===== src/rtl/spi_mem_front_pkg.sv =====
package spi_mem_front_pkg;

   // Bus pins as seen after synchronization.
   typedef struct packed {
      logic sck;
      logic cs_n;
      logic mosi;
      logic hold_n;
   } spi_pins_t;

   localparam int PIN_COUNT = $bits(spi_pins_t);

   // Reset image of the synchronizer: chip select reads as already low,
   // so a select held through reset never looks like a falling edge.
   localparam spi_pins_t PINS_RST = '{sck: 1'b0, cs_n: 1'b0, mosi: 1'b0, hold_n: 1'b1};

endpackage


===== src/rtl/spi_sync_bank.sv =====
module spi_sync_bank #(
   parameter int               WIDTH   = 4,
   parameter int               STAGES  = 2,
   parameter logic [WIDTH-1:0] RST_VAL = '0
) (
   input  logic             clk,
   input  logic             rst_n,
   input  logic [WIDTH-1:0] d_i,
   output logic [WIDTH-1:0] q_o
);

   if (STAGES < 0) begin : g_bad_stages
      $error("spi_sync_bank: STAGES must not be negative");
   end

   if (STAGES == 0) begin : g_bypass
      assign q_o = d_i;
   end else begin : g_chain
      logic [WIDTH-1:0] stg [STAGES];

      always_ff @(posedge clk or negedge rst_n) begin
         if (!rst_n) begin
            for (int k = 0; k < STAGES; k++) stg[k] <= RST_VAL;
         end else begin
            stg[0] <= d_i;
            for (int k = 1; k < STAGES; k++) stg[k] <= stg[k-1];
         end
      end

      assign q_o = stg[STAGES-1];
   end

endmodule


===== src/rtl/spi_rx_shift.sv =====
module spi_rx_shift #(
   parameter int WORD_W = 8,
   localparam int CNT_W = (WORD_W > 1) ? $clog2(WORD_W) : 1
) (
   input  logic              clk,
   input  logic              rst_n,
   input  logic              sel_i,
   input  logic              rise_i,
   input  logic              bit_i,
   output logic [WORD_W-1:0] data_o,
   output logic              valid_o,
   output logic [CNT_W-1:0]  cnt_o
);

   localparam logic [CNT_W-1:0] LAST = CNT_W'(WORD_W - 1);

   logic [WORD_W-2:0] sh_q;
   logic [CNT_W-1:0]  cnt_q;

   always_ff @(posedge clk or negedge rst_n) begin
      if (!rst_n) begin
         sh_q    <= '0;
         cnt_q   <= '0;
         data_o  <= '0;
         valid_o <= 1'b0;
      end else begin
         valid_o <= 1'b0;
         if (!sel_i) begin
            cnt_q <= '0;
         end else if (rise_i) begin
            sh_q <= {sh_q[WORD_W-3:0], bit_i};
            if (cnt_q == LAST) begin
               cnt_q   <= '0;
               data_o  <= {sh_q, bit_i};
               valid_o <= 1'b1;
            end else begin
               cnt_q <= cnt_q + 1'b1;
            end
         end
      end
   end

   assign cnt_o = cnt_q;

endmodule


===== src/rtl/spi_tx_shift.sv =====
module spi_tx_shift #(
   parameter int                WORD_W = 8,
   parameter logic [WORD_W-1:0] FILL   = '1
) (
   input  logic              clk,
   input  logic              rst_n,
   input  logic              sel_i,
   input  logic              active_i,
   input  logic              fall_i,
   input  logic              boundary_i,
   input  logic [WORD_W-1:0] data_i,
   input  logic              valid_i,
   output logic              miso_o,
   output logic              oe_o
);

   logic [WORD_W-1:0] hold_q;
   logic              full_q;
   logic              pend_q;
   logic [WORD_W-1:0] sh_q;
   logic [WORD_W-1:0] src;

   assign src = full_q ? hold_q : FILL;

   always_ff @(posedge clk or negedge rst_n) begin
      if (!rst_n) begin
         hold_q <= '0;
         full_q <= 1'b0;
         pend_q <= 1'b0;
         sh_q   <= FILL;
         miso_o <= FILL[WORD_W-1];
         oe_o   <= 1'b0;
      end else begin
         oe_o <= active_i;
         if (!sel_i) begin
            full_q <= 1'b0;
            pend_q <= 1'b0;
            sh_q   <= FILL;
            miso_o <= FILL[WORD_W-1];
         end else begin
            if (fall_i) begin
               if (pend_q) begin
                  miso_o <= src[WORD_W-1];
                  sh_q   <= {src[WORD_W-2:0], 1'b1};
                  pend_q <= 1'b0;
               end else begin
                  miso_o <= sh_q[WORD_W-1];
                  sh_q   <= {sh_q[WORD_W-2:0], 1'b1};
               end
            end
            if (boundary_i) pend_q <= 1'b1;
            if (valid_i) begin
               hold_q <= data_i;
               full_q <= 1'b1;
            end else if (fall_i && pend_q) begin
               full_q <= 1'b0;
            end
         end
      end
   end

endmodule


===== src/rtl/spi_mem_front.sv =====
module spi_mem_front
   import spi_mem_front_pkg::*;
#(
   parameter int                WORD_W      = 8,
   parameter int                SYNC_STAGES = 2,
   parameter logic [WORD_W-1:0] IDLE_FILL   = '1
) (
   input  logic              clk,
   input  logic              rst_n,
   input  logic              sck_i,
   input  logic              cs_n_i,
   input  logic              mosi_i,
   input  logic              hold_n_i,
   output logic              miso_o,
   output logic              miso_oe_o,
   output logic [WORD_W-1:0] rx_data_o,
   output logic              rx_valid_o,
   output logic              tx_req_o,
   input  logic [WORD_W-1:0] tx_data_i,
   input  logic              tx_valid_i
);

   localparam int CNT_W = (WORD_W > 1) ? $clog2(WORD_W) : 1;

   if (WORD_W < 2) begin : g_bad_word
      $error("spi_mem_front: WORD_W must be at least 2");
   end
   if (SYNC_STAGES > 4) begin : g_bad_sync
      $error("spi_mem_front: SYNC_STAGES above 4 leaves no margin");
   end

   spi_pins_t pins_raw, pins_s;
   assign pins_raw = '{sck: sck_i, cs_n: cs_n_i, mosi: mosi_i, hold_n: hold_n_i};

   spi_sync_bank #(
      .WIDTH  (PIN_COUNT),
      .STAGES (SYNC_STAGES),
      .RST_VAL(PINS_RST)
   ) u_sync (
      .clk  (clk),
      .rst_n(rst_n),
      .d_i  (pins_raw),
      .q_o  (pins_s)
   );

   logic sck_d, cs_n_d, armed_q;

   always_ff @(posedge clk or negedge rst_n) begin
      if (!rst_n) begin
         sck_d   <= PINS_RST.sck;
         cs_n_d  <= PINS_RST.cs_n;
         armed_q <= 1'b0;
      end else begin
         sck_d  <= pins_s.sck;
         cs_n_d <= pins_s.cs_n;
         if (cs_n_d && !pins_s.cs_n) armed_q <= 1'b1;
      end
   end

   logic sel, held, active, sck_rise, sck_fall;
   assign sel      = armed_q && !pins_s.cs_n;
   assign held     = sel && !pins_s.hold_n;
   assign active   = sel && !held;
   assign sck_rise = active && !sck_d && pins_s.sck;
   assign sck_fall = active && sck_d && !pins_s.sck;

   logic [CNT_W-1:0] rx_cnt;

   spi_rx_shift #(.WORD_W(WORD_W)) u_rx (
      .clk    (clk),
      .rst_n  (rst_n),
      .sel_i  (sel),
      .rise_i (sck_rise),
      .bit_i  (pins_s.mosi),
      .data_o (rx_data_o),
      .valid_o(rx_valid_o),
      .cnt_o  (rx_cnt)
   );

   assign tx_req_o = rx_valid_o;

   spi_tx_shift #(.WORD_W(WORD_W), .FILL(IDLE_FILL)) u_tx (
      .clk       (clk),
      .rst_n     (rst_n),
      .sel_i     (sel),
      .active_i  (active),
      .fall_i    (sck_fall),
      .boundary_i(rx_valid_o),
      .data_i    (tx_data_i),
      .valid_i   (tx_valid_i),
      .miso_o    (miso_o),
      .oe_o      (miso_oe_o)
   );

endmodule


===== config.mk =====
export PLATFORM = sky130hd
export DESIGN_NAME = spi_mem_front
export DESIGN_NICKNAME = d
export VERILOG_FILES = /design/src/rtl/spi_mem_front_pkg.sv /design/src/rtl/spi_sync_bank.sv /design/src/rtl/spi_rx_shift.sv /design/src/rtl/spi_tx_shift.sv /design/src/rtl/spi_mem_front.sv
export SDC_FILE = /design/constraint.sdc
export NUM_CORES = 1
export LEC_CHECK = 0
export ABC_AREA = 1
export BUFFER_PORTS_ARGS = -buffer_cell sky130_fd_sc_hd__clkbuf_2
export CAP_MARGIN = 5
export CELL_PAD_IN_SITES_DETAIL_PLACEMENT = 1
export CELL_PAD_IN_SITES_GLOBAL_PLACEMENT = 2
export CORE_UTILIZATION = 31
export CTS_CLUSTER_DIAMETER = 30
export DETAILED_ROUTE_END_ITERATION = 10
export HOLD_SLACK_MARGIN = 0.1
export PLACE_DENSITY_LB_ADDON = 0.1
export SYNTH_ARGS = -nofsm -noshare
export SYNTH_HDL_FRONTEND = slang
export SYNTH_SLANG_ARGS = --single-unit

===== constraint.sdc =====
create_clock -name clk -period 1.3 [get_ports clk]
set_input_delay 0.325 -clock clk [delete_from_list [all_inputs] [get_ports clk]]
set_output_delay 0.325 -clock clk [all_outputs]
set_load 0.05 [all_outputs]

== After elaboration in Yosys (flattened, before gate mapping) ==
Cells that the tools add are included.

* Reductions and logical operators: 17
* Equality and inequality tests: 5
* Add/sub/neg operators: 1
* Multiplexer cells: 19

{| class="wikitable"
|+ Operators with widths
! operator !! count
|-
| 2-to-1 mux 8 bit || 4
|-
| 2-to-1 mux 1 bit || 12
|-
| logical AND 1 bit || 9
|-
| 2-to-1 mux 3 bit || 3
|-
| logical NOT 1 bit || 5
|-
| inequality test 2 x 1 -> 1 bit (second input constant) || 2
|-
| AND reduction 2 bit || 2
|-
| adder 3 x 1 -> 3 bit (second input constant) || 1
|-
| equality test 3 bit (second input constant) || 1
|-
| inequality test 3 x 1 -> 1 bit (second input constant) || 1
|-
| inequality test 3 x 2 -> 1 bit (second input constant) || 1
|-
| AND reduction 3 bit || 1
|}

* Input port bits: 15
* Output and inout port bits: 12
* Register bits: 50

== Longest topological paths before layout ==
* Depth after elaboration: 11
* Gate-level depth with buffers: 7
* Gate-level depth less buffers: 6

== Modules after synthesis ==
A second synthesis with hierarchy kept.

* Cell total of the unflattened synthesis: 217
* Area total of the unflattened synthesis: 2062.0 um2

{| class="wikitable"
|+ Modules (own cells, without submodules)
! module !! cells an instance !! times used !! area each (um2) !! sequential area each (um2)
|-
| spi_tx_shift || 103 || 1 || 882.1 || 485.5
|-
| spi_rx_shift || 85 || 1 || 809.5 || 475.5
|-
| spi_sync_bank || 12 || 1 || 232.7 || 202.7
|-
| spi_mem_front || 17 || 1 || 137.6 || 75.1
|}

== Worst setup path before layout ==
No wires, ideal clock.

* Path type: reg-to-reg
* From: register u_rx.cnt_q[0] (netlist: u_rx.cnt_o[0])
* To: register u_rx.data_o[0]
* Required time: 1.181 ns
* Path slack: 0.019 ns
* Cell stages (with the launch flop): 7
* Data arrival time: 1.162 ns
* Cells stage by stage: dfrtp_1 -> ha_1 -> ha_1 -> clkbuf_1 -> nand2_2 -> nand2_1 -> nand2_1

* Word-level cells in the longest chain between the ends: 2

{| class="wikitable"
|+ Ends and longest elaborated chain
! element !! line !! source
|-
| from (decl) || spi_rx_shift.sv:18 || <nowiki>logic [CNT_W-1:0] cnt_q;</nowiki>
|-
| from (signal assigned) || spi_rx_shift.sv:37 || <nowiki>cnt_q <= cnt_q + 1'b1;</nowiki>
|-
| equality test 3 bit || spi_rx_shift.sv:32 || <nowiki>if (cnt_q == LAST) begin</nowiki>
|-
| AND reduction 3 bit (no line) || - ||
|-
| to (signal assigned) || spi_rx_shift.sv:34 || <nowiki>data_o <= {sh_q, bit_i};</nowiki>
|-
| to (decl) || spi_rx_shift.sv:10 || <nowiki>output logic [WORD_W-1:0] data_o,</nowiki>
|}

No other way between the ends.
A chain may end at the register's enable or synchronous reset.

== Worst setup path after layout ==
* From: register u_tx.miso_o
* To: output port miso_o

{| class="wikitable"
|+ RTL lines
! element !! line !! source
|-
| from (decl) || spi_tx_shift.sv:13 || <nowiki>output logic miso_o,</nowiki>
|-
| from (signal assigned) || spi_tx_shift.sv:31 || <nowiki>miso_o <= FILL[WORD_W-1];</nowiki>
|-
| from (signal assigned) || spi_tx_shift.sv:39 || <nowiki>miso_o <= FILL[WORD_W-1];</nowiki>
|-
| from (signal assigned) || spi_tx_shift.sv:43 || <nowiki>miso_o <= src[WORD_W-1];</nowiki>
|-
| to (decl) || spi_mem_front.sv:14 || <nowiki>output logic miso_o,</nowiki>
|}

No word-level cell between the ends.

==> results.cfg <==
[cts]
cts_root_buffer = clkbuf_8
clockBufferDepth = 2
cts_sinks = 49
clkTransAtPathRegs_ns = 0.09
clk_latency_ns = 0.31
cts_tree = done
numCtsBuffers = 5
cts_max_level = 2

[final_layout]
drive_gt1_frac = 0.303
diodes = 0
nets = 293
final_cell_mix = 87 x nand2_1, 39 x dfrtp_1, 20 x nor2_1
syn2layout_area_growth_pct = 30.2
layout.cells.non_filler = 354
layout_commonest_cell = nand2_1

[yosys]
synthAdderAreaFrac = 0.0123
yosys.area_share.simple = 0.279
synth_seq_cells = 49
synthMuxAreaShare = 0
synth_compound_gate_area_share = 0.0479
netlist-cell-type-count = 18
synthXorXnorAreaFrac = 0
synthesis.nets = 245
synth_cells = 228
syn_area_mm2 = 0.00204
yosysSeqAreaShare = 0.608
syn_avg_cell_area_um2 = 8.93
yosys_warnings = 0
synth_top_family_by_area = simple AND/OR/NAND/NOR gates

[outcome]
status = finished, violations left
violations = negative setup slack

[placement]
placed_cells = 339
hpwlAfterDp_mm = 3.21
gp_congestion = 0.642
place_ws_ns = -0.0214
numPortBuffers = 26

[grt]
grt_pass1_vias = 1640
grt_antenna_before_repair = 0
grt_util_all_layers = 0.144
grt_pass1_wl_mm = 7.79
grt_start_max_net_pins = 50
grt-ovfl-total = 0

[pwr]
power_density_mw_per_mm2 = 1150
worst_ir_drop_vdd_mv = 0.645
power.leakage_uw = 0.00142

[critical_path]
critical_path.top_delay_family = flip-flops
cp_data_required_time_ns = 0.98
crit_arrival_ns = 1.02
crit_slowest_cell = dfstp_2
cpPeakStageDelay_ns = 0.56
end_kind = primary output
startpoint_type = flip-flop
worst-path-max-fanout = 2
cp_num_buf_inv = 1
path_class = reg -> out
crit_chain = clkbuf_16

[sta]
rsz0062_at_grt = true
fin_ws_ns = -0.0441
worst_pin_slew_ns = 0.270
final_max_slew_viol_count = 0
finalCritPeriodShare = 1.03
max_freq_mhz = 744
whs_ns = 0.115
setup_viol = 1
final_hold_viol_count = 0
fin_skew_ns = 0.00805
post-route-min-period_ns = 1.34
relSlewSlack = 0.820

[detailed_routing]
vias = 1604
drc_errors = 0
drt-total-wl_mm = 4.64
wl_per_cell_um = 13.1
drtPass1Iterations = 4
via_per_inst = 4.53
ant_nets = 0
drtIter0Drc = 31

[floorplanning]
rows = 29
die_x_um = 83.1
dieArea_mm2 = 0.00690
start_util = 0.321
die_y_um = 83.1
core_mm2 = 0.00635
io_pins = 27

[job]
cap_viol_max_count = 0

[hold_path]
hold_class = in -> reg
## routing by layer
| metal | vias up | global-route usage | wire [µm] |
|---|---|---|---|
| li1 | 799 | - | - |
| met1 | 785 | 0.171 | 2040 |
| met2 | 15 | 0.252 | 2430 |
| met3 | 5 | 0.0368 | 104 |
| met4 | 0 | 0.0470 | 66 |
| met5 | - | 0 | 0 |
## state kept, by name, summed over array words and instances, names as in the netlist
| register | flops |
|---|---|
| u_tx.sh_q | 7 |
| u_rx.cnt_o | 3 |
| u_rx.sh_q | 7 |
| u_rx.valid_o | 1 |
| armed_q | 1 |
| u_sync.q_o | 4 |
| u_tx.oe_o | 1 |
| u_rx.data_o | 8 |
| u_sync.g_chain.stg | 4 |
| u_tx.full_q | 1 |
| u_tx.miso_o | 1 |
| sck_d | 1 |
| u_tx.hold_q | 8 |
| cs_n_d | 1 |
| u_tx.pend_q | 1 |
## timing repair
item / CTS / global route
cloned: 0 / 2
pin swaps: 0 / 9
buffers inserted: 0 / 3
hold buffers: 2 / 0
resized for setup: 6 / 32
endpoints found under the setup margin: 12 / 17
endpoints found under the hold margin: 40 / 0
## cells in the mapped netlist (all sizes together)
master | count | area, µm²
dfrtp | 39 | 976
o21ai | 16 | 83.8
dfstp | 10 | 263
ha | 2 | 25.0
a21oi | 2 | 13.8
nand3 | 18 | 103
nand2 | 97 | 372
nor2 | 21 | 95.1
clkbuf | 2 | 7.51
inv | 16 | 60.1
buf | 5 | 38.8
## path summary, 6_finish.rpt
check,startpoint,slack (ns),cells past startpoint,endpoint
worst min-delay path,mosi_i,0.12,1,u_sync.g_chain.stg[5]
min in group asynchronous,rst_n,0.54,3,armed_q
worst max-delay path,u_tx.miso_o,-0.04,1,miso_o
worst max register to register,u_sync.q_o[0],0.03,5,u_rx.sh_q[5]
max in group asynchronous,rst_n,0.47,3,u_tx.sh_q[4]
worst min register to register,u_sync.g_chain.stg[5],0.36,0,u_sync.q_o[1]
## per-stage QoR
| step | utilization | power [µW] | setup TNS, ns | instance area [µm²] |
|---|---|---|---|---|
| floorplan | - | 1950 | 0 | 2040 |
| global placement | 0.371 | 2100 | 0 | 2350 |
| detailed placement | 0.371 | 2110 | -0.114 | 2350 |
| CTS | 0.393 | 3090 | -0.0600 | 2500 |
| global route | 0.418 | 3230 | -0.496 | 2650 |
| finish | 0.418 | 3060 | -0.0441 | 2650 |
## where the power goes
part	internal (µW)	switching (µW)
Sequential	1670	89.2
Clock	433	512
Combinational	149	209
## area by class of cell
| class | instances | area (µm²) |
|---|---|---|
| tap | 77 | 96.3 |
| clock buffer | 7 | 86.3 |
| timing repair buffer | 47 | 374 |
| multi-input combinational | 157 | 788 |
| clock inverter | 1 | 7.51 |
| sequential | 49 | 1240 |
| fill | 741 | 3700 |
| inverter | 16 | 60.1 |
## cells by family after synthesis
| logic type | after synthesis |
|---|---|
| buffers and inverters | 23 |
| and+or+nand+nor | 136 |
| DFF | 49 |
| adders and majority gates | 2 |
| AOI/OAI and AO/OA | 18 |
(Power assumes the default switching activity.)
